**src/rtl/pmc_pkg.sv**
```systemverilog
package pmc_pkg;

  localparam int IDLE_BIT  = 0;
  localparam int PDOWN_BIT = 1;

  typedef enum logic [1:0] {
    MODE_RUN   = 2'd0,
    MODE_IDLE  = 2'd1,
    MODE_PDOWN = 2'd2
  } pmMode_t;

  // strobes from control to datapath
  typedef struct packed {
    pmMode_t mode;
    logic    cntInc;
    logic    cntClr;
  } ctlStrb_t;

endpackage

```
**src/rtl/pmc_datapath.sv**
```systemverilog
module pmc_datapath
  import pmc_pkg::*;
#(
  parameter int NEXT        = 2,
  parameter int WAKE_CYCLES = 1024
) (
  input  logic            clk,
  input  logic            rstN,
  input  ctlStrb_t        strb,
  input  logic [NEXT-1:0] extIntN,
  input  logic [NEXT-1:0] extIntEn,
  input  logic [NEXT-1:0] extIntLevel,
  input  logic            cpuAddrStrobe,
  input  logic            cpuProgStrobe,
  output logic            wakeReq,
  output logic            armed,
  output logic            cpuClkEn,
  output logic            perClkEn,
  output logic            oscRun,
  output logic            addrStrobe,
  output logic            progStrobe
);

  localparam int CNT_W = $clog2(WAKE_CYCLES + 1);
  localparam logic [CNT_W-1:0] CNT_MAX = CNT_W'(WAKE_CYCLES);

  logic [NEXT-1:0]  pinQual;
  logic [CNT_W-1:0] lowCnt;

  // per-pin qualification: enabled, level-triggered, driven low
  genvar gi;
  generate
    for (gi = 0; gi < NEXT; gi++) begin : g_pin
      assign pinQual[gi] = extIntEn[gi] & extIntLevel[gi] & ~extIntN[gi];
    end
  endgenerate

  assign wakeReq = |pinQual;

  // consecutive low-cycle counter, saturating at the window length
  always_ff @(posedge clk or negedge rstN) begin
    if (!rstN) begin
      lowCnt <= '0;
    end else if (strb.cntClr) begin
      lowCnt <= '0;
    end else if (strb.cntInc && (lowCnt != CNT_MAX)) begin
      lowCnt <= lowCnt + 1'b1;
    end
  end

  assign armed = (lowCnt == CNT_MAX);

  // clock enables and strobe levels per mode
  always_comb begin
    cpuClkEn   = 1'b0;
    perClkEn   = 1'b0;
    oscRun     = wakeReq;
    addrStrobe = 1'b0;
    progStrobe = 1'b0;
    unique case (strb.mode)
      MODE_RUN: begin
        cpuClkEn   = 1'b1;
        perClkEn   = 1'b1;
        oscRun     = 1'b1;
        addrStrobe = cpuAddrStrobe;
        progStrobe = cpuProgStrobe;
      end
      MODE_IDLE: begin
        perClkEn   = 1'b1;
        oscRun     = 1'b1;
        addrStrobe = 1'b1;
        progStrobe = 1'b1;
      end
      default: begin
        oscRun     = wakeReq;
      end
    endcase
  end

endmodule

```
**src/rtl/pmc_control.sv**
```systemverilog
module pmc_control
  import pmc_pkg::*;
(
  input  logic     clk,
  input  logic     rstN,
  input  logic     regWrEn,
  input  logic     wrIdle,
  input  logic     wrPdown,
  input  logic     intPending,
  input  logic     wakeReq,
  input  logic     armed,
  output ctlStrb_t strb,
  output logic     wakePulse
);

  pmMode_t modeQ, modeNext;
  logic    exitNow;

  always_comb begin
    modeNext = modeQ;
    exitNow  = 1'b0;
    unique case (modeQ)
      MODE_RUN: begin
        if (regWrEn && wrPdown) begin
          modeNext = MODE_PDOWN;
        end else if (regWrEn && wrIdle) begin
          modeNext = MODE_IDLE;
        end
      end
      MODE_IDLE: begin
        if (intPending) begin
          modeNext = MODE_RUN;
          exitNow  = 1'b1;
        end
      end
      default: begin
        if (!wakeReq && armed) begin
          modeNext = MODE_RUN;
          exitNow  = 1'b1;
        end
      end
    endcase
  end

  always_ff @(posedge clk or negedge rstN) begin
    if (!rstN) begin
      modeQ     <= MODE_RUN;
      wakePulse <= 1'b0;
    end else begin
      modeQ     <= modeNext;
      wakePulse <= exitNow;
    end
  end

  always_comb begin
    strb.mode   = modeQ;
    strb.cntInc = (modeQ == MODE_PDOWN) && wakeReq;
    strb.cntClr = (modeQ != MODE_PDOWN) || !wakeReq;
  end

endmodule

```
**src/rtl/pwrModeCtl.sv**
```systemverilog
module pwrModeCtl
  import pmc_pkg::*;
#(
  parameter int NEXT        = 2,
  parameter int WAKE_CYCLES = 1024
) (
  input  logic            clk,
  input  logic            rstN,
  input  logic            regWrEn,
  input  logic [7:0]      regWrData,
  input  logic            intPending,
  input  logic [NEXT-1:0] extIntN,
  input  logic [NEXT-1:0] extIntEn,
  input  logic [NEXT-1:0] extIntLevel,
  input  logic            cpuAddrStrobe,
  input  logic            cpuProgStrobe,
  output logic            cpuClkEn,
  output logic            perClkEn,
  output logic            oscRun,
  output logic            addrStrobe,
  output logic            progStrobe,
  output logic            wakePulse
);

  ctlStrb_t strb;
  logic     wakeReq;
  logic     armed;
  logic     unusedWrHi;

  assign unusedWrHi = ^regWrData[7:2];

  pmc_control u_ctl (
    .clk        (clk),
    .rstN       (rstN),
    .regWrEn    (regWrEn),
    .wrIdle     (regWrData[IDLE_BIT]),
    .wrPdown    (regWrData[PDOWN_BIT]),
    .intPending (intPending),
    .wakeReq    (wakeReq),
    .armed      (armed),
    .strb       (strb),
    .wakePulse  (wakePulse)
  );

  pmc_datapath #(
    .NEXT        (NEXT),
    .WAKE_CYCLES (WAKE_CYCLES)
  ) u_dp (
    .clk           (clk),
    .rstN          (rstN),
    .strb          (strb),
    .extIntN       (extIntN),
    .extIntEn      (extIntEn),
    .extIntLevel   (extIntLevel),
    .cpuAddrStrobe (cpuAddrStrobe),
    .cpuProgStrobe (cpuProgStrobe),
    .wakeReq       (wakeReq),
    .armed         (armed),
    .cpuClkEn      (cpuClkEn),
    .perClkEn      (perClkEn),
    .oscRun        (oscRun),
    .addrStrobe    (addrStrobe),
    .progStrobe    (progStrobe)
  );

endmodule

```
**config.mk**
```make
export PLATFORM = sky130hd
export DESIGN_NAME = pwrModeCtl
export DESIGN_NICKNAME = d
export VERILOG_FILES = /design/src/rtl/pmc_pkg.sv /design/src/rtl/pmc_datapath.sv /design/src/rtl/pmc_control.sv /design/src/rtl/pwrModeCtl.sv
export SDC_FILE = /design/constraint.sdc
export NUM_CORES = 1
export LEC_CHECK = 0
export BUFFER_PORTS_ARGS = -buffer_cell sky130_fd_sc_hd__buf_2
export CAP_MARGIN = 0
export CORE_MARGIN = 5
export CORE_UTILIZATION = 40
export DETAILED_ROUTE_END_ITERATION = 6
export MAX_ROUTING_LAYER = met4
export PLACE_DENSITY = 0.66
export SYNTH_ARGS = -nofsm -noshare
export SYNTH_HDL_FRONTEND = slang
export SYNTH_SLANG_ARGS = --single-unit
```
**constraint.sdc**
```tcl
create_clock -name clk -period 4.3 [get_ports clk]
set_input_delay 0.645 -clock clk [delete_from_list [all_inputs] [get_ports clk]]
set_output_delay 0.645 -clock clk [all_outputs]
set_load 0.01 [all_outputs]
```
==> key figures <==
Outcome
  • Run status: completed

Floorplanning
  • Height of the chip: 54.92 µm
  • Site row count: 16
  • Die width: 54.92 µm
  • Initial standard-cell utilization of the core: 0.4156
  • Number of top-level design ports: 26
  • Full die area: 3016 µm²
  • Core ar.: 1942 µm²

Critical path
  • Data required time of the worst path: 3.65 ns
  • End of the critical path: oscRun
  • Data arrival time at the worst-slack endpoint: 1.23 ns
  • Element type at the critical path end: primary output
  • Worst setup path startpoint: extIntN[0]
  • Element type at the critical path start: primary input
  • Crit Reg-Reg Endpoint: u_dp.lowCnt[1]$_DFFE_PN0P_
  • Worst Setup Path Type: in -> out
  • Setup slack of the most critical reg-to-reg path: 2.60 ns
  • Launch point of the worst reg-to-reg path: u_dp.lowCnt[0]$_DFFE_PN0P_
  • Max Fanout on Critical Path: 4
  • Number of cell instances on the worst register-to-register path: 5

GRT
  • Met3 Track Usage GR: 0.01609
  • Via count of the first global-routing pass: 733
  • Met1 Usage GRT: 0.1770
  • Global-route usage over all layers: 0.1482
  • Most utilized layer in the global route result: met2
  • Maximum number of pins on one net before global-route repair: 15
  • Global-route wire length before repair: 3091 µm
  • Global routing met2 resource utilization: 0.2421
  • Initial antenna violation count: 0
  • Overflow left after global routing: 0

Clocking
  • Resize count post-CTS: 0
  • Clock root buffer: sky130_fd_sc_hd__clkbuf_4
  • H-tree depth: 1
  • Clk_lat worst skew: 0.28 ns
  • Number of sinks on the clock net: 14
  • Buffer count from post-CTS setup fixing: 0
  • Number of hold-repair buffers added at the cts stage: 0
  • Clock tree from TritonCTS: built
  • Buffer depth of the longest clock path: 2
  • Cts bufs inserted: 3
  • Clock transition time at the flip-flop clock pins of the worst setup and hold paths: 0.09 ns

Synthesis
  • Count of state elements after synthesis: 14
  • Yosys warns: 0
  • Synthesized Nets: 106
  • Gate Count Post-Synth: 84
  • Cell area after synthesis: 807.0 µm²
  • Share of synthesized area occupied by flip-flops and latches: 0.4341
  • Post-Syn Area per Cell: 9.607 µm²
  • Count of different cell masters after synthesis: 26

STA
  • Number of hold violations in the final report: 0
  • Crit path time final: 1.871 ns
  • Final hold slack: 0.2496 ns
  • Endpoints failing setup: 0
  • Final Cycle Share: 0.4352
  • Worst slew pin tran: 0.4542 ns
  • Count of pins over their slew limit: 0
  • Max frequency: 534.4 MHz
  • Post-route clock skew: 0.003195 ns
  • Setup repair after global routing missed its margin: no
  • Remaining max-slew budget at the tightest pin: 0.6972
  • Summed negative setup slack over all endpoints: 0 ns

Min path
  • Worst min-delay path category: in -> async

Power and ir drop
  • Total power per unit cell area: 258.6 nW/µm²
  • Leakage: 0.4455 nW
  • Largest vdd supply drop: 0.1558 mV

Detailed routing
  • Total wire length: 1770 µm
  • Via density: 5.627
  • Detailed-route via count: 754
  • DRC Markers: 0
  • First-pass iteration count of the detailed router: 4
  • 1st-iter DRT viols: 11
  • Number of routed nets with antenna violations: 0
  • Avg WL per Cell: 13.21 µm

Finish
  • Most common cell after layout, fill and taps aside: sky130_fd_sc_hd__buf_2
  • Leading cell types in the layout, fill and taps excluded: 19 x sky130_fd_sc_hd__buf_2, 14 x sky130_fd_sc_hd__dfrtp_1, 9 x sky130_fd_sc_hd__nor2_1
  • Number of nets in the finished design: 130
  • Syn-to-layout area delta: 20.47%
  • Ratio of cells with drive above 1 in the final layout: 0.3178
  • Count of antenna diodes in the layout: 0

Place
  • Count of input and output buffers: 19
  • Detailed placement HPWL: 1394 µm
  • Placer's final routability congestion estimate: 0.7372

Run
  • Max cap viols: 0
==> synth_stat cells (all sizes together) <==
cell type,instances,share of area
xnor2,1,0.011
nor4b,2,0.037
ha,2,0.031
o21ai,6,0.042
nand4,4,0.031
or4,2,0.019
a311o,1,0.014
inv,7,0.033
o211a,2,0.025
and3b,2,0.025
a31o,2,0.022
mux2,1,0.014
a21oi,8,0.050
a2bb2oi,1,0.011
nand2,1,0.0046
or3,4,0.034
a2111oi,1,0.011
and2b,1,0.011
nand3b,3,0.028
nand3,7,0.043
xor2,1,0.011
nor2,9,0.042
dfrtp,14,0.43
o31ai,2,0.019
==> layout make-up <==
cell class	instances	area [µm²]
sequential	14	350.3
clock buffer	4	36.28
inverter	7	26.28
timing repair buffer	19	95.09
fill	198	969.7
tap	27	33.78
multi-input combinational	63	430.4
==> critical path, stage by stage <==
cell                       delay [ns]
sky130_fd_sc_hd__buf_2           0.10
sky130_fd_sc_hd__nand3b_1        0.17
sky130_fd_sc_hd__nand3_1         0.15
sky130_fd_sc_hd__buf_2           0.15
==> where the power goes <==
part / internal (mW) / switching (mW)
registers: 0.133 / 0.00223
clock network: 0.0515 / 0.0424
logic: 0.0108 / 0.0115
total: 0.195 / 0.0562
==> cells by family after synthesis <==
logic type,after synthesis,share of synthesized area
flops,14,0.4341
xor+xnor,2,0.02171
buf+inv,7,0.03256
simple gates,35,0.2744
mux,1,0.01395
compound gates,23,0.1922
fa+ha+maj,2,0.03100
==> metrics by stage <==
| step | setup WS (ns) | std cells | area [µm²] | power, mW | utilization |
|---|---|---|---|---|---|
| detailed placement | 2.421 | 130 | 935.9 | 0.1606 | 0.4820 |
| floorplan | 2.685 | 84 | 807.0 | 0.1485 | - |
| CTS | 2.414 | 134 | 972.2 | 0.2549 | 0.5006 |
| global route | 2.373 | 134 | 972.2 | 0.2652 | 0.5006 |
| global placement | 2.442 | 130 | 935.9 | 0.1599 | 0.4820 |
| finish | 2.429 | 134 | 972.2 | 0.2514 | 0.5006 |
==> state kept, by name, summed over array words and instances, names as in the netlist <==
signal           flops
u_ctl.wakePulse      1
u_ctl.modeQ          2
u_dp.lowCnt         11
==> worst min-delay path by stage <==
stage	endpoint	slack (ns)	cells after the start
global placement	u_dp.lowCnt[10]$_DFFE_PN0P_	0.53	2
global route	u_dp.lowCnt[5]$_DFFE_PN0P_	0.26	1
finish	u_dp.lowCnt[10]$_DFFE_PN0P_	0.25	1
detailed placement	u_dp.lowCnt[10]$_DFFE_PN0P_	0.55	2
CTS	u_dp.lowCnt[9]$_DFFE_PN0P_	0.26	1
floorplan	u_ctl.modeQ[0]$_DFFE_PN0P_	0.35	0
==> metal layers <==
metal,share of wire,vias up,wire [µm]
met5,0,-,0
met4,0.026,0,46
met3,0.050,4,88
met2,0.51,25,909
met1,0.41,363,726
li1,-,362,-
Note: power is estimated with default switching activity, not from simulation.
